<file path="config.mk">
export PLATFORM = sky130hd
export DESIGN_NAME = dpll_cal_seq
export DESIGN_NICKNAME = d
export VERILOG_FILES = /design/src/rtl/cal_pkg.sv /design/src/rtl/cal_divider.sv /design/src/rtl/cal_bound_stepper.sv /design/src/rtl/cal_lock_monitor.sv /design/src/rtl/dpll_cal_seq.sv
export SDC_FILE = /design/constraint.sdc
export NUM_CORES = 1
export LEC_CHECK = 0
export BUFFER_PORTS_ARGS = -buffer_cell sky130_fd_sc_hd__buf_2
export CELL_PAD_IN_SITES_DETAIL_PLACEMENT = 2
export CELL_PAD_IN_SITES_GLOBAL_PLACEMENT = 2
export CORE_MARGIN = 1.5
export CORE_UTILIZATION = 38
export DETAILED_ROUTE_END_ITERATION = 10
export GPL_ROUTABILITY_DRIVEN = 0
export GPL_TIMING_DRIVEN = 1
export PLACE_DENSITY_LB_ADDON = 0.1
export SLEW_MARGIN = 30
export SYNTH_ARGS = -nofsm -noshare
export SYNTH_HDL_FRONTEND = slang
export SYNTH_SLANG_ARGS = --single-unit
</file>
<file path="constraint.sdc">
create_clock -name clk -period 2.7 [get_ports clk]
set_input_delay 0.54 -clock clk [delete_from_list [all_inputs] [get_ports clk]]
set_output_delay 0.54 -clock clk [all_outputs]
set_load 0.01 [all_outputs]
</file>
<file path="src/rtl/cal_pkg.sv">
package cal_pkg;
    localparam int unsigned TUNE_BIT  = 8;
    localparam int unsigned READY_BIT = 7;

    typedef enum logic [1:0] {
        SQ_IDLE,
        SQ_DIV,
        SQ_ARM,
        SQ_WAIT
    } seq_state_e;

    typedef enum logic [1:0] {
        LM_IDLE,
        LM_POLL,
        LM_HOLD
    } lock_phase_e;
endpackage

</file>
<file path="src/rtl/cal_divider.sv">
module cal_divider #(
    parameter int unsigned NUM_W = 16,
    parameter int unsigned DEN_W = 8
) (
    input  logic             clk,
    input  logic             rst_n,
    input  logic             go,
    input  logic [NUM_W-1:0] num,
    input  logic [DEN_W-1:0] den,
    output logic             done,
    output logic [NUM_W-1:0] quo
);
    localparam int unsigned CNT_W = $clog2(NUM_W + 1);

    typedef struct packed {
        logic             run;
        logic [CNT_W-1:0] cnt;
        logic [NUM_W-1:0] dvd;
        logic [NUM_W-1:0] quo;
        logic [DEN_W:0]   rem;
        logic [DEN_W-1:0] den;
        logic             done;
    } div_s;

    div_s q, d;
    logic [DEN_W:0] rem_sh;
    logic           qbit;

    always_comb begin
        d      = q;
        d.done = 1'b0;
        rem_sh = {q.rem[DEN_W-1:0], q.dvd[NUM_W-1]};
        qbit   = 1'b0;
        if (go) begin
            d.run = 1'b1;
            d.cnt = '0;
            d.dvd = num;
            d.quo = '0;
            d.rem = '0;
            d.den = den;
        end else if (q.run) begin
            if (rem_sh >= {1'b0, q.den}) begin
                d.rem = rem_sh - {1'b0, q.den};
                qbit  = 1'b1;
            end else begin
                d.rem = rem_sh;
            end
            d.quo = {q.quo[NUM_W-2:0], qbit};
            d.dvd = {q.dvd[NUM_W-2:0], 1'b0};
            d.cnt = q.cnt + 1'b1;
            if (q.cnt == CNT_W'(NUM_W - 1)) begin
                d.run  = 1'b0;
                d.done = 1'b1;
            end
        end
    end

    always_ff @(posedge clk or negedge rst_n) begin
        if (!rst_n) q <= '0;
        else        q <= d;
    end

    assign done = q.done;
    assign quo  = q.quo;


    div_no_restart_chk: assert property (@(posedge clk) disable iff (!rst_n)
        go |-> !q.run);
endmodule

</file>
<file path="src/rtl/cal_bound_stepper.sv">
module cal_bound_stepper #(
    parameter int unsigned BND_W      = 16,
    parameter int unsigned REF_W      = 8,
    parameter int unsigned IDX_W      = 3,
    parameter int unsigned SPLIT_MHZ  = 50,
    parameter int unsigned DELTA_SLOW = 2,
    parameter int unsigned DELTA_FAST = 4
) (
    input  logic             clk,
    input  logic             rst_n,
    input  logic             load,
    input  logic [BND_W-1:0] base,
    input  logic             nudge,
    input  logic [IDX_W-1:0] nudge_idx,
    input  logic [REF_W-1:0] ref_mhz,
    output logic [BND_W-1:0] lower,
    output logic [BND_W-1:0] upper
);
    logic [BND_W-1:0] lower_q, lower_d;
    logic [BND_W-1:0] step;
    logic [BND_W-1:0] delta;

    generate
        if (DELTA_SLOW == DELTA_FAST) begin : g_fixed_delta
            assign delta = BND_W'(DELTA_SLOW);
        end else begin : g_split_delta
            assign delta = (32'(ref_mhz) < SPLIT_MHZ) ? BND_W'(DELTA_SLOW)
                                                      : BND_W'(DELTA_FAST);
        end
    endgenerate

    always_comb begin
        lower_d = lower_q;
        step    = BND_W'(nudge_idx >> 1);
        if (load) begin
            lower_d = base;
        end else if (nudge) begin
            if (nudge_idx[0]) lower_d = lower_q - step;
            else              lower_d = lower_q + step;
        end
    end

    always_ff @(posedge clk or negedge rst_n) begin
        if (!rst_n) lower_q <= '0;
        else        lower_q <= lower_d;
    end

    assign lower = lower_q;
    assign upper = lower_q + delta;


    step_load_chk: assert property (@(posedge clk) disable iff (!rst_n)
        load |=> lower == $past(base));
endmodule

</file>
<file path="src/rtl/cal_lock_monitor.sv">
module cal_lock_monitor #(
    parameter int unsigned POLL_CYCLES  = 50,
    parameter int unsigned LOCK_POLLS   = 20480,
    parameter int unsigned HOLD_SAMPLES = 4096
) (
    input  logic clk,
    input  logic rst_n,
    input  logic go,
    input  logic ready,
    output logic res_valid,
    output logic res_pass
);
    import cal_pkg::*;

    localparam int unsigned TICK_W = $clog2(POLL_CYCLES + 1);
    localparam int unsigned POLL_W = $clog2(LOCK_POLLS + 1);
    localparam int unsigned HOLD_W = $clog2(HOLD_SAMPLES + 1);

    typedef struct packed {
        lock_phase_e       phase;
        logic [TICK_W-1:0] tick;
        logic [POLL_W-1:0] polls;
        logic [HOLD_W-1:0] holds;
        logic              res_valid;
        logic              res_pass;
    } mon_s;

    mon_s q, d;

    always_comb begin
        d           = q;
        d.res_valid = 1'b0;
        case (q.phase)
            LM_IDLE: begin
                if (go) begin
                    d.phase = LM_POLL;
                    d.tick  = '0;
                    d.polls = '0;
                end
            end
            LM_POLL: begin
                if (q.tick == TICK_W'(POLL_CYCLES - 1)) begin
                    d.tick = '0;
                    if (ready) begin
                        d.phase = LM_HOLD;
                        d.holds = '0;
                    end else if (q.polls == POLL_W'(LOCK_POLLS - 1)) begin
                        d.phase     = LM_IDLE;
                        d.res_valid = 1'b1;
                        d.res_pass  = 1'b0;
                    end else begin
                        d.polls = q.polls + 1'b1;
                    end
                end else begin
                    d.tick = q.tick + 1'b1;
                end
            end
            LM_HOLD: begin
                if (!ready) begin
                    d.phase     = LM_IDLE;
                    d.res_valid = 1'b1;
                    d.res_pass  = 1'b0;
                end else if (q.holds == HOLD_W'(HOLD_SAMPLES - 1)) begin
                    d.phase     = LM_IDLE;
                    d.res_valid = 1'b1;
                    d.res_pass  = 1'b1;
                end else begin
                    d.holds = q.holds + 1'b1;
                end
            end
            default: d.phase = LM_IDLE;
        endcase
    end

    always_ff @(posedge clk or negedge rst_n) begin
        if (!rst_n) q <= '{phase: LM_IDLE, default: '0};
        else        q <= d;
    end

    assign res_valid = q.res_valid;
    assign res_pass  = q.res_pass;


    pass_needs_ready_chk: assert property (@(posedge clk) disable iff (!rst_n)
        (res_valid && res_pass) |-> $past(ready));


    poll_bound_chk: assert property (@(posedge clk) disable iff (!rst_n)
        q.polls < POLL_W'(LOCK_POLLS));
endmodule

</file>
<file path="src/rtl/dpll_cal_seq.sv">
module dpll_cal_seq #(
    parameter int unsigned REF_W        = 8,
    parameter int unsigned BND_W        = 16,
    parameter int unsigned CLK_MULT     = 48,
    parameter int unsigned POLL_CYCLES  = 50,
    parameter int unsigned LOCK_POLLS   = 20480,
    parameter int unsigned HOLD_SAMPLES = 4096,
    parameter int unsigned MAX_TRIES    = 8,
    parameter int unsigned SPLIT_MHZ    = 50,
    parameter int unsigned DELTA_SLOW   = 2,
    parameter int unsigned DELTA_FAST   = 4
) (
    input  logic                 clk,
    input  logic                 rst_n,
    input  logic                 start,
    input  logic [REF_W-1:0]     ref_mhz,
    input  logic [REF_W-1:0]     tgt_mhz,
    input  logic [7:0]           stat_byte,
    output logic                 ctrl_wr,
    output logic [2*BND_W-1:0]   ctrl_word,
    output logic                 busy,
    output logic                 cal_ok,
    output logic                 cal_fail
);
    import cal_pkg::*;

    localparam int unsigned WORD_W = 2 * BND_W;
    localparam int unsigned ATT_W  = (MAX_TRIES > 1) ? $clog2(MAX_TRIES) : 1;
    localparam int unsigned TW_W   = $clog2(MAX_TRIES + 1) + 1;
    localparam logic [BND_W-1:0] TUNE_MASK = BND_W'(1) << TUNE_BIT;

    typedef struct packed {
        seq_state_e        st;
        logic [ATT_W-1:0]  att;
        logic [REF_W-1:0]  ref_l;
        logic              wr;
        logic [WORD_W-1:0] word;
        logic              ok;
        logic              fail;
        logic [TW_W-1:0]   tune_cnt;
    } seq_s;

    seq_s q, d;

    logic             div_go, div_done;
    logic [BND_W-1:0] div_num, div_quo;
    logic             step_load, step_nudge;
    logic [BND_W-1:0] lower, upper;
    logic             mon_go, res_valid, res_pass;

    assign div_num = BND_W'(ref_mhz) * BND_W'(CLK_MULT);

    cal_divider #(.NUM_W(BND_W), .DEN_W(REF_W)) u_div (
        .clk  (clk),
        .rst_n(rst_n),
        .go   (div_go),
        .num  (div_num),
        .den  (tgt_mhz),
        .done (div_done),
        .quo  (div_quo)
    );

    cal_bound_stepper #(
        .BND_W     (BND_W),
        .REF_W     (REF_W),
        .IDX_W     (ATT_W),
        .SPLIT_MHZ (SPLIT_MHZ),
        .DELTA_SLOW(DELTA_SLOW),
        .DELTA_FAST(DELTA_FAST)
    ) u_step (
        .clk      (clk),
        .rst_n    (rst_n),
        .load     (step_load),
        .base     (div_quo),
        .nudge    (step_nudge),
        .nudge_idx(q.att),
        .ref_mhz  (q.ref_l),
        .lower    (lower),
        .upper    (upper)
    );

    cal_lock_monitor #(
        .POLL_CYCLES (POLL_CYCLES),
        .LOCK_POLLS  (LOCK_POLLS),
        .HOLD_SAMPLES(HOLD_SAMPLES)
    ) u_mon (
        .clk      (clk),
        .rst_n    (rst_n),
        .go       (mon_go),
        .ready    (stat_byte[READY_BIT]),
        .res_valid(res_valid),
        .res_pass (res_pass)
    );

    always_comb begin
        d          = q;
        d.wr       = 1'b0;
        div_go     = 1'b0;
        step_load  = 1'b0;
        step_nudge = 1'b0;
        mon_go     = 1'b0;
        if (q.wr && q.word[TUNE_BIT]) d.tune_cnt = q.tune_cnt + 1'b1;
        case (q.st)
            SQ_IDLE: begin
                if (start) begin
                    div_go     = 1'b1;
                    d.ref_l    = ref_mhz;
                    d.att      = '0;
                    d.ok       = 1'b0;
                    d.fail     = 1'b0;
                    d.tune_cnt = '0;
                    d.st       = SQ_DIV;
                end
            end
            SQ_DIV: begin
                if (div_done) begin
                    step_load = 1'b1;
                    d.st      = SQ_ARM;
                end
            end
            SQ_ARM: begin
                d.wr   = 1'b1;
                d.word = {upper, lower | TUNE_MASK};
                mon_go = 1'b1;
                d.st   = SQ_WAIT;
            end
            SQ_WAIT: begin
                if (res_valid) begin
                    if (res_pass) begin
                        d.wr   = 1'b1;
                        d.word = {upper, lower & ~TUNE_MASK};
                        d.ok   = 1'b1;
                        d.st   = SQ_IDLE;
                    end else if (q.att == ATT_W'(MAX_TRIES - 1)) begin
                        d.fail = 1'b1;
                        d.st   = SQ_IDLE;
                    end else begin
                        step_nudge = 1'b1;
                        d.att      = q.att + 1'b1;
                        d.st       = SQ_ARM;
                    end
                end
            end
            default: d.st = SQ_IDLE;
        endcase
    end

    always_ff @(posedge clk or negedge rst_n) begin
        if (!rst_n) q <= '{st: SQ_IDLE, default: '0};
        else        q <= d;
    end

    assign ctrl_wr   = q.wr;
    assign ctrl_word = q.word;
    assign busy      = (q.st != SQ_IDLE);
    assign cal_ok    = q.ok;
    assign cal_fail  = q.fail;


    flags_excl_chk: assert property (@(posedge clk) disable iff (!rst_n)
        !(cal_ok && cal_fail));


    seal_write_chk: assert property (@(posedge clk) disable iff (!rst_n)
        $rose(cal_ok) |-> (ctrl_wr && !ctrl_word[TUNE_BIT] && !busy));


    tries_used_chk: assert property (@(posedge clk) disable iff (!rst_n)
        $rose(cal_fail) |-> (q.tune_cnt == TW_W'(MAX_TRIES)));


    tune_in_run_chk: assert property (@(posedge clk) disable iff (!rst_n)
        (ctrl_wr && ctrl_word[TUNE_BIT]) |-> busy);
endmodule

</file>
Word-level counts from Yosys, hierarchy flattened:

Index checks and enable logic that the tools add are counted.

* input port bits: 27
* register bits: 162
* output and inout bits: 36
* logic and storage cells: 142

* $lt $le $gt $ge: 2
* eq/ne operators: 27
* $add $sub $neg: 10
* reductions and logical operators: 21
* $mul: 1
* multiplexer cells: 59

Operator list (count)
* $mux W47: 2
* $pmux W33 S2: 1
* $mux W13: 4
* $mux W16: 3
* $pmux W21 S2: 1
* $mux W35: 1
* $mux W34: 1
* $mux W15: 2
* $mux W30: 1
* $pmux W15 S2: 1
* $reduce_and A5 Y1: 5
* $mux W2: 12
* $mux W23: 1
* $ne A2 B2 Y1 const B: 10
* $add A16 B16 Y16: 1
* $add A16 B2 Y16: 1
* $mux W1: 16
* $sub A16 B2 Y16: 1
* $add A15 B1 Y15 const B: 1
* $eq A15 B15 Y1 const B: 1
* $mux W5: 3
* $reduce_bool A2 Y1: 7
* $add A13 B1 Y13 const B: 1
* $eq A13 B12 Y1 const B: 1
* other kinds (27): 42

Depth between registers and ports, before layout:

Gate-level depths: netlist of run 1.

* depth in word-level cells: 7
* mapped depth: 12
* mapped depth without buffers: 12

Cells and area by module:

From an unflattened synthesis of run 1, not the netlist that was laid out.

* cells, all modules: 988
* area, all modules: 9671.8 um2

Modules (own cells, without submodules)
* cal_divider: seq. area each 1376.3 um2, area each 2926.6 um2, instances 1, cells each 294
* dpll_cal_seq: seq. area each 1201.2 um2, area each 2600.0 um2, instances 1, cells each 202
* cal_lock_monitor: seq. area each 950.9 um2, area each 2218.4 um2, instances 1, cells each 250
* cal_bound_stepper: seq. area each 400.4 um2, area each 1926.8 um2, instances 1, cells each 242

Least setup slack after synthesis of run 1:

No wires, ideal clock.

* path type: reg-to-reg
* start: register q[50] (netlist name)
* end: register u_step.lower_q[11] (netlist: u_step.lower[11])
* buffers on the path: 0
* stages on the path, launching flop included: 12
* path slack: 0.228 ns
* library setup time: 0.133 ns
* clock period less this slack: 2.472 ns
* required time: 2.567 ns
* arrival time: 2.338 ns
* cell sequence: dfrtp_1 -> inv_1 -> ha_1 -> nor2_1 -> inv_1 -> ha_1 -> o21ai_0 -> or3b_2 -> a21oi_1 -> o21ai_0 -> xnor2_1 -> o21ai_0

* longest elaborated chain between the ends: 6
* elaborated cells between the ends (all ways): 11
* those cells by class: add/sub (2); eq/ne (1); mux (7); reduce/logical (1)

RTL lines
* start: declaration: line dpll_cal_seq.sv:43 `seq_s q, d;`
* start signal: assignment: line dpll_cal_seq.sv:149 `if (!rst_n) q <= '{st: SQ_IDLE, default: '0};`
* start signal: assignment: line dpll_cal_seq.sv:150 `else q <= d;`
* parallel branches: the longest is 6 deep, another holds $add A16 B2 Y16
* end signal: assignment: line cal_bound_stepper.sv:45 `else lower_q <= lower_d;`
* end: declaration: line cal_bound_stepper.sv:19 `logic [BND_W-1:0] lower_q, lower_d;`

Several ways; the timed one is not identified. The select of a mux whose other input is x is not followed.
A chain may end at the register's enable or synchronous reset.

Worst setup path after layout of run 1:

* start: register q[41] (netlist name)
* end: register q (netlist bit ctrl_word[29])

* longest elaborated chain between the ends: 6

RTL lines
* $lt A8 B6 Y1 (*): line cal_bound_stepper.sv:27 `assign delta = (32'(ref_mhz) < SPLIT_MHZ) ? BND_W'(DELTA_SLOW)`
* $mux W3 (*): line cal_bound_stepper.sv:27
* $add A16 B16 Y16 (*): line cal_bound_stepper.sv:49 `assign upper = lower_q + delta;`
* $mux W34: line dpll_cal_seq.sv:129 `if (res_pass) begin`
* $mux W35: line dpll_cal_seq.sv:128 `if (res_valid) begin`
* $pmux W33 S2 (*): line dpll_cal_seq.sv:103 `case (q.st)`

Every way passes the cells marked *; elsewhere a longest branch is shown, timed or not. The select of a mux whose other input is x is not followed.

==> flow_metrics.env, run 1 <==
export IMPL_outcome="finished clean"
export IMPL_grt_pass1_wl_um=40800
export IMPL_synth_top_family_by_area="simple AND/OR/NAND/NOR gates"
export IMPL_fillers=2461
export IMPL_pre_cts_ws_ns=-0.176
export IMPL_grt_pass1_vias=7904
export IMPL_slew_headroom_pct=56.7
export IMPL_row_count=55
export IMPL_yosysTopAreaCell="dfrtp_1"
export IMPL_synthFlopType="dfrtp_1"
export IMPL_p_leak_nw=4.81
export IMPL_grt_max_degree=61
export IMPL_fin_setup_tns_ns=0
export IMPL_max_freq_mhz=391
export IMPL_synth_mux_area_share_pct=4.59
export IMPL_die_area_sq_um=24000
export IMPL_die_h_um=155
export IMPL_synth_cell_types=67
export IMPL_cts_buffers=17
export IMPL_h_tree_depth=4
export IMPL_hold_viol=0
export IMPL_syn_nets=1036
export IMPL_cp_max_fo=3
export IMPL_synth_compound_area_share_pct=16.1
export IMPL_power_density_nw_per_um2=1160
export IMPL_hold_path_class="in -> async"
export IMPL_insertion_delay_ns=0.43
export IMPL_hpwlAfterDp_um=16500
export IMPL_area_growth_pct=16.0
export IMPL_port_buffers=55
export IMPL_endpoint_kind="register"
export IMPL_start_util_pct=38.7
export IMPL_core_sq_um=22600
export IMPL_period_needed_ns=2.56
export IMPL_grt_util_all_layers_pct=21.3
export IMPL_final_cell_area_sq_um=10200
export IMPL_startpoint="q[41]"
export IMPL_n_antenna_cell=0
export IMPL_via_count=7083
export IMPL_overflow=0
export IMPL_clk_pin_slew_ns=0.07
export IMPL_synthAdderAreaFrac_pct=7.49
export IMPL_ctsHoldBuffers=0
export IMPL_yosys_top_cells_area="dfrtp_1 44%, nand2_1 6.6%, ha_1 6.6%"
export IMPL_pin_count=63
export IMPL_nets=1092
export IMPL_first_iter_violations=255
export IMPL_netlist_area_sq_um=8760
export IMPL_yosysWarnings=0
export IMPL_root_buffer="clkbuf_16"
export IMPL_yosysSeqAreaShare_pct=44.0
export IMPL_postRouteAntennaNets=0
export IMPL_synth_seq_cells=154
export IMPL_arrival_ns=2.85
export IMPL_vdd_drop_max_uv=445
export IMPL_startpoint_type="register"
export IMPL_maxCapViolCount=0
export IMPL_post_drt_wl_per_cell_um=18.3
export IMPL_place_inst=1278
export IMPL_synth_simple_area_share_pct=18.1
export IMPL_layout_setup_ws_ns=0.143
export IMPL_tightest_slew_ns=0.649
export IMPL_r2r_start="q[41]"
export IMPL_cts_buffer_depth=2
export IMPL_layout_drive_gt1_share_pct=18.3
export IMPL_drcViolationCount=0
export IMPL_worst_setup_path_type="reg -> reg"
export IMPL_rsz0062_at_grt="yes"
export IMPL_slew_violations=0
export IMPL_antenna_found_initial=0
export IMPL_vias_per_cell=5.40
export IMPL_synth_common_cells="155 x nand2_1, 154 x dfrtp_1, 108 x o21ai_0, 73 x nor2_1, 46 x ha_1"
export IMPL_yosysMostFrequentCell="nand2_1"
export IMPL_cts_tree="yes"
export IMPL_die_w_um=155
export IMPL_fin_skew_ns=0.0114
export IMPL_synth_edf_count=0
export IMPL_setup_violations=0
export IMPL_async_reset_ff_share_pct=100
export IMPL_syn_instance_count=959
export IMPL_finalPower_mw=11.8
export IMPL_stdcell_count=1311
export IMPL_required_ns=3.00
export IMPL_fin_crit_sh_pct=94.7
export IMPL_avgSynthCellArea_sq_um=9.13
export IMPL_drt_wl_total_um=24000
export IMPL_drtPass1Iterations=4
export IMPL_synth_top_cell_area_share_pct=44.0
export IMPL_synth_xor_area_share_pct=3.50
export IMPL_place_area_sq_um=9400
export IMPL_clkSinkCount=154
==> stage by stage <==
| step | util (%) | hold WS, ns |
|---|---|---|
| 2_1_floorplan | - | 0.244 |
| 3_3_place_gp | 41.5 | 0.455 |
| 3_5_place_dp | 41.5 | 0.459 |
| 4_1_cts | 44.4 | 0.132 |
| 6_report | 44.9 | 0.113 |
| 5_1_grt | 44.9 | 0.151 |
==> path summary, 6_finish.rpt <==
kind                                       to  slack (ns)  depth (start not counted)
worst max-delay path            ctrl_word[29]        0.14                         12
worst min-delay path              u_mon.q[21]        0.11                          1
worst max register to register  ctrl_word[29]        0.14                         12
worst min register to register  ctrl_word[13]        0.47                          2
max in group asynchronous         u_div.q[42]        1.92                          2
min in group clk                   u_div.q[4]        0.32                          3
==> metal layers <==
| layer | global-route usage [%] | part of all wire (%) | vias up |
|---|---|---|---|
| met1 | 27.6 | 47 | 3573 |
| li1 | - | - | 3429 |
| met2 | 37.2 | 50 | 67 |
| met3 | 3.22 | 1.9 | 14 |
| met5 | 0 | 0 | - |
| met4 | 5.54 | 0.95 | 0 |
==> layout by cell type, fill, tap and decap left out, types with 4 or more instances in the layout <==
| master | instances |
|---|---|
| mux2_2 | 5 |
| inv_2 | 4 |
| nand4_1 | 11 |
| bufinv_16 | 4 |
| a31oi_1 | 10 |
| buf_2 | 54 |
| o21ai_1 | 16 |
| mux2i_1 | 32 |
| a211oi_1 | 8 |
| o31ai_1 | 9 |
| a22oi_1 | 11 |
| nand2_1 | 154 |
| a21o_1 | 5 |
| nand3_1 | 21 |
| and2_1 | 10 |
| o21ai_2 | 5 |
| nor2_1 | 70 |
| a21oi_1 | 31 |
| xnor2_1 | 16 |
| nor3_1 | 11 |
| clkbuf_16 | 17 |
| dfrtp_1 | 153 |
| ha_4 | 4 |
| buf_4 | 48 |
| o21a_1 | 5 |
| nand2b_1 | 8 |
| xor2_1 | 19 |
| o211ai_1 | 4 |
| ha_1 | 40 |
| nor2b_1 | 12 |
| and3_1 | 15 |
| o21ai_0 | 103 |
| inv_1 | 32 |
==> logic make-up (layout without fill, tap and decap cells) <==
| logic type | count (synthesis) | after routing |
|---|---|---|
| flip-flops | 154 | 154 |
| buffers and inverters | 106 | 173 |
| AO/OA/AOI/OAI | 234 | 234 |
| multiplexers | 39 | 39 |
| AND/OR/NAND/NOR | 341 | 341 |
| adder cells (fa/ha/maj) | 50 | 50 |
| XOR/XNOR | 35 | 35 |
==> worst max-delay path: stages (launching register included) <==
cell	delay (ns)
dfrtp_1	0.40
o311ai_2	0.29
nand2_2	0.12
inv_2	0.10
ha_4	0.13
inv_2	0.04
fa_2	0.37
nand3b_1	0.22
nor2_2	0.18
and4_4	0.27
nand3_1	0.09
xor2_1	0.15
o21ai_1	0.07
==> timing repair <==
| item | 4_1_cts | 5_1_grt |
|---|---|---|
| hold endpoints to repair | 0 | 0 |
| gates resized for setup | 10 | 26 |
| setup endpoints to repair | 6 | 11 |
| buffers inserted | 1 | 2 |
| pin swaps | 1 | 5 |
==> sequential cells by signal (all words and copies together), names as in the netlist <==
| signal | flops |
|---|---|
| q | 12 |
| ctrl_wr | 1 |
| u_step.lower | 16 |
| ctrl_word | 31 |
| cal_fail | 1 |
| u_mon.res_valid | 1 |
| u_div.quo | 16 |
| u_div.done | 1 |
| u_div.q | 37 |
| cal_ok | 1 |
| u_mon.q | 36 |
| u_mon.res_pass | 1 |
==> final cells by class <==
type	count	area, sq um	area share [%]
well taps	285	357	3.51
flip-flops and latches	154	3850	37.9
inverters	37	141	1.39
clock inverters	12	175	1.72
multi-input cells	699	4490	44.2
clock buffers	18	439	4.32
repair buffers	106	702	6.91
==> power by group <==
group	switching [mW]	internal [mW]	leakage (nW)	total [mW]
logic	2.97	2.44	2.50	5.41
registers	0.767	3.07	2.01	3.83
clock network	0.988	1.56	0.294	2.55
Power figures use the tool's default switching activity.
==> inputs of run 2 (changes only) <==
- REMOVE_ABC_BUFFERS: unset -> 1
==> run 2 against run 1 <==
Sequential share of layout area decreased by 0.27 points. Count of clock-buffer cells in the layout increased by 1. Power about the same. Via count increased by 1.2%. Clock skew increased by 0.00072 ns. Largest cell class unchanged.
==> flow_metrics.env, run 2 (synthesis gave the netlist of run 1 again) <==
export IMPL_outcome="finished clean"
export IMPL_cts_buffer_depth=2
export IMPL_grt_pass1_vias=7858
export IMPL_area_growth_pct=16.8
export IMPL_start_util_pct=38.7
export IMPL_period_needed_ns=2.61
export IMPL_slew_violations=0
export IMPL_mostFrequentLayoutCells="154 x nand2_1, 153 x dfrtp_1, 100 x o21ai_0, 70 x nor2_1, 55 x buf_4"
export IMPL_rsz0062_at_grt="yes"
export IMPL_cp_common_cell="buf_4"
export IMPL_crit_slowest_cell="dfrtp_1"
export IMPL_required_ns=3.01
export IMPL_max_freq_mhz=384
export IMPL_regMostFlops="u_div.q"
export IMPL_arrival_ns=2.92
export IMPL_die_h_um=155
export IMPL_layout_drive_gt1_share_pct=19.3
export IMPL_hold_path_class="in -> async"
export IMPL_postRouteAntennaNets=0
export IMPL_core_sq_um=22600
export IMPL_drcViolationCount=0
export IMPL_startpoint_type="register"
export IMPL_cts_tree="yes"
export IMPL_vias_per_cell=5.44
export IMPL_insertion_delay_ns=0.43
export IMPL_endpoint_kind="register"
export IMPL_pre_cts_ws_ns=-0.262
export IMPL_tightest_slew_ns=0.684
export IMPL_vdd_drop_max_uv=402
export IMPL_n_antenna_cell=0
export IMPL_die_w_um=155
export IMPL_whs_ns=0.103
export IMPL_hold_viol=0
export IMPL_grt_max_degree=64
export IMPL_grt_pass1_wl_um=40400
export IMPL_fillers=2476
export IMPL_setup_violations=0
export IMPL_crit_chain="inv_1, ha_2, nor2_4, clkinv_4, ha_4, a211oi_1, buf_4, o211ai_1, buf_4, nand2_1, o21ai_1, xor2_1, a21o_1"
export IMPL_fin_crit_sh_pct=96.6
export IMPL_die_area_sq_um=24000
export IMPL_maxCapViolCount=0
export IMPL_pin_count=63
export IMPL_final_common_cell="nand2_1"
export IMPL_cp_max_fo=8
export IMPL_cts_buffers=17
export IMPL_post_drt_wl_per_cell_um=18.2
export IMPL_row_count=55
export IMPL_p_leak_nw=4.80
export IMPL_clkSinkCount=154
export IMPL_power_density_nw_per_um2=1150
export IMPL_clk_pin_slew_ns=0.07
export IMPL_final_util_pct=45.2
export IMPL_grt_busiest_layer="met2"
export IMPL_gr_usage_met1_pct=27.1
export IMPL_ctsHoldBuffers=0
export IMPL_largest_reg_flops=37
export IMPL_drtPass1Iterations=4
export IMPL_layout_setup_ws_ns=0.0928
export IMPL_h_tree_depth=4
export IMPL_antenna_found_initial=0
export IMPL_worst_setup_path_type="reg -> reg"
export IMPL_met2_usage_pct=37.2
export IMPL_use_met3_pct=2.89
export IMPL_hpwlAfterDp_um=16400
export IMPL_first_iter_violations=305
export IMPL_root_buffer="clkbuf_16"
export IMPL_slew_headroom_pct=54.3
export IMPL_fin_skew_ns=0.0121
export IMPL_port_buffers=55
export IMPL_grt_util_all_layers_pct=21.0
export IMPL_via_count=7170
export IMPL_drt_wl_total_um=24000
export IMPL_nets=1098
export IMPL_overflow=0
export IMPL_crit_path_max_incr_delay_ns=0.36
-- run 2: changes by cell type in the layout (fill, tap and decap cells not counted), moves of 2 or more --
cell | before | now
clkinvlp_4 | 3 | 5
buf_4 | 48 | 55
ha_4 | 4 | 7
o21ai_0 | 103 | 100
o21ai_1 | 16 | 19
ha_2 | 2 | 5
clkbuf_1 | 0 | 2
ha_1 | 40 | 34
-- run 2: path summary, 6_finish.rpt --
| path | from | to | slack, ns | cells after the start |
|---|---|---|---|---|
| min reg2reg | ctrl_word[9] | ctrl_word[9] | 0.47 | 2 |
| max | q[49] | u_step.lower[10] | 0.09 | 13 |
| min in group clk | tgt_mhz[0] | u_div.q[1] | 0.31 | 3 |
| max reg2reg | q[49] | u_step.lower[10] | 0.09 | 13 |
| min | rst_n | ctrl_wr | 0.10 | 1 |
| max in group asynchronous | rst_n | u_div.q[13] | 1.81 | 2 |
-- run 2: layout make-up --
class                      instances  area, sq um  area share, %
clock buffer                      19          433           4.23
clock inverter                    12          151           1.48
inverter                          37          144           1.41
multi-input combinational        699         4560           44.5
sequential                       154         3850           37.7
tap                              285          357           3.48
timing repair buffer             112          734           7.18
-- run 2: timing repair --
item / 4_1_cts / 5_1_grt
setup buffers: 3 / 2
pin swaps: 4 / 9
resized for setup: 6 / 42
endpoints found under the hold margin: 0 / 0
setup endpoints to repair: 10 / 12
-- run 2: routing by layer --
layer,up-vias,share of wire (%)
met4,0,0.82
met1,3670,47
met5,-,0
met2,60,51
met3,16,1.4
li1,3424,-
-- run 2: stage by stage --
stage	instances	power, mW	cell area (sq um)	TNS [ns]
after floorplan	890	7.10	8360	-4.96
after global placement	1282	8.65	9420	-0.587
after detailed placement	1282	8.91	9420	-0.782
after CTS	1316	11.6	10000	0
after global routing	1318	12.7	10200	-0.180
final	1318	11.8	10200	0
-- run 2: where the power goes --
group	internal (mW)	switching, mW
Sequential	3.07	0.753
Clock	1.44	0.997
Combinational	2.53	2.99
Total	7.04	4.74
-- run 2: critical path: cells and delay by family, from the launching register on --
family,cells,cell delay (ns)
xor gates and xnor gates,1,0.15
DFF,1,0.36
buffers and inverters,4,0.58
adders and majority gates,2,0.48
AOI/OAI and AO/OA,4,0.69
and+or+nand+nor,2,0.24
==> inputs of run 3 (changes only) <==
- PLACE_DENSITY: unset -> 0.81
- PLACE_DENSITY_LB_ADDON: 0.1 -> unset
==> run 3 against run 2 <==
Setup slack lost 0.028 ns. Hold slack got worse by 0.050 ns. Non-clock buffer count down 4. Maximum frequency fell by 1.1%. Largest cell class unchanged.
==> flow_metrics.env, run 3 (synthesis gave the netlist of run 1 again) <==
export IMPL_outcome="finished clean"
export IMPL_endpoint_kind="register"
export IMPL_grt_pass1_vias=8212
export IMPL_via_count=7313
export IMPL_hold_viol=0
export IMPL_crit_slowest_cell="dfrtp_1"
export IMPL_final_common_cell="nand2_1"
export IMPL_row_count=55
export IMPL_vias_per_cell=5.57
export IMPL_startpoint_type="register"
export IMPL_period_needed_ns=2.64
export IMPL_fin_skew_ns=0.0115
export IMPL_die_w_um=155
export IMPL_slew_violations=0
export IMPL_tightest_slew_ns=0.715
export IMPL_startpoint="q[49]"
export IMPL_worst_r2r_cell_count=12
export IMPL_root_buffer="clkbuf_16"
export IMPL_fillers=2424
export IMPL_antenna_found_initial=0
export IMPL_cts_tree="yes"
export IMPL_crit_path_max_incr_delay_ns=0.36
export IMPL_mostFrequentLayoutCells="154 x nand2_1, 153 x dfrtp_1, 102 x o21ai_0, 70 x nor2_1, 54 x buf_2"
export IMPL_whs_ns=0.0526
export IMPL_n_antenna_cell=0
export IMPL_clk_pin_slew_ns=0.06
export IMPL_cts_buffer_depth=2
export IMPL_first_iter_violations=326
export IMPL_fin_setup_tns_ns=0
export IMPL_final_util_pct=45.1
export IMPL_max_freq_mhz=379
export IMPL_required_ns=3.00
export IMPL_layout_setup_ws_ns=0.0649
export IMPL_area_growth_pct=16.5
export IMPL_arrival_ns=2.94
export IMPL_clkSinkCount=154
export IMPL_fin_crit_sh_pct=97.6
export IMPL_ctsHoldBuffers=0
export IMPL_hold_path_class="in -> async"
export IMPL_die_area_sq_um=24000
export IMPL_port_buffers=55
export IMPL_critPathBufInv=4
export IMPL_pre_cts_ws_ns=-0.217
export IMPL_stdcell_count=1313
export IMPL_power_density_nw_per_um2=1190
export IMPL_r2r_start="q[49]"
export IMPL_rsz0062_at_grt="yes"
export IMPL_insertion_delay_ns=0.43
export IMPL_reg2reg_to="u_step.lower[12]"
export IMPL_cp_max_fo=8
export IMPL_crit_chain="inv_1, ha_1, nor2_4, inv_4, ha_1, a211oi_2, o211ai_1, a41oi_2, buf_4, buf_4, xor2_1, o21ai_1"
export IMPL_grt_max_degree=48
export IMPL_grt_util_all_layers_pct=23.0
export IMPL_core_sq_um=22600
export IMPL_grt_pass1_wl_um=43400
export IMPL_drt_wl_total_um=26300
export IMPL_layout_drive_gt1_share_pct=18.1
export IMPL_cp_depth=12
export IMPL_post_drt_wl_per_cell_um=20.0
export IMPL_setup_violations=0
export IMPL_place_inst=1275
export IMPL_drtPass1Iterations=4
export IMPL_regMostFlops="u_div.q"
export IMPL_slew_headroom_pct=51.9
export IMPL_p_leak_nw=4.84
export IMPL_vdd_drop_max_uv=386
export IMPL_drcViolationCount=0
export IMPL_die_h_um=155
export IMPL_pin_count=63
export IMPL_start_util_pct=38.7
export IMPL_h_tree_depth=4
export IMPL_maxCapViolCount=0
export IMPL_critPathTopFamily="compound AO/OA/AOI/OAI gates"
export IMPL_nets=1094
export IMPL_r2r_slack_ns=0.06
export IMPL_worst_setup_path_type="reg -> reg"
export IMPL_cts_buffers=17
export IMPL_postRouteAntennaNets=0
export IMPL_overflow=0
export IMPL_largest_reg_flops=37
export IMPL_hpwlAfterDp_um=17500
-- run 3: changes by cell type in the layout (fill, tap and decap cells not counted), sizes merged --
| cell | before | now |
|---|---|---|
| buf | 112 | 108 |
| bufinv | 3 | 7 |
| clkbuf | 19 | 18 |
| clkinv | 5 | 2 |
| clkinvlp | 5 | 3 |
| inv | 36 | 37 |
-- run 3: worst register-to-register path, delay by kind of cell, from the launching register on --
kind                       cells  cell delay, ns
AOI/OAI and AO/OA              4            0.86
xor gates and xnor gates       1            0.15
adders and majority gates      2            0.60
DFF                            1            0.36
and+or+nand+nor                1            0.12
buffers and inverters          4            0.42
-- run 3: worst max path at each step --
stage                        to  slack [ns]
2_1_floorplan       u_div.q[38]       -0.24
3_3_place_gp      ctrl_word[31]        -0.1
3_5_place_dp      ctrl_word[29]       -0.22
4_1_cts           ctrl_word[29]        0.02
5_1_grt        u_step.lower[12]       -0.05
6_report       u_step.lower[12]        0.06
-- run 3: final cells by class --
type	count	area, sq um	share of cell area (%)
Inverter	37	141	1.39
Clock inverter	12	246	2.42
Sequential cell	154	3850	37.8
Clock buffer	18	439	4.30
Multi-Input combinational cell	699	4470	43.8
Tap cell	285	357	3.49
Timing Repair Buffer	108	692	6.78
-- run 3: what timing repair did --
item	4_1_cts	5_1_grt
setup endpoints to repair	10	11
buffers inserted	4	4
endpoints found under the hold margin	0	0
gates resized for setup	14	18
pin swaps	4	8
-- run 3: stage by stage --
step / total power, mW / cell area, sq um
2_1_floorplan: 7.10 / 8360
3_5_place_dp: 8.89 / 9350
6_report: 12.2 / 10200
3_3_place_gp: 8.45 / 9350
4_1_cts: 12.1 / 10100
5_1_grt: 13.0 / 10200
-- run 3: where the power goes --
group          leakage, nW  switching (mW)  internal, mW
clock                0.324            1.02          1.84
sequential            2.01           0.791          3.07
combinational         2.51            3.08          2.38
total                 4.84            4.89          7.29
-- run 3: layer usage --
metal / global-route usage, % / share of wire [%]
met1: 27.3 / 43
met2: 42.4 / 53
met3: 3.36 / 2.2
met4: 7.37 / 1.8
met5: 0 / 0
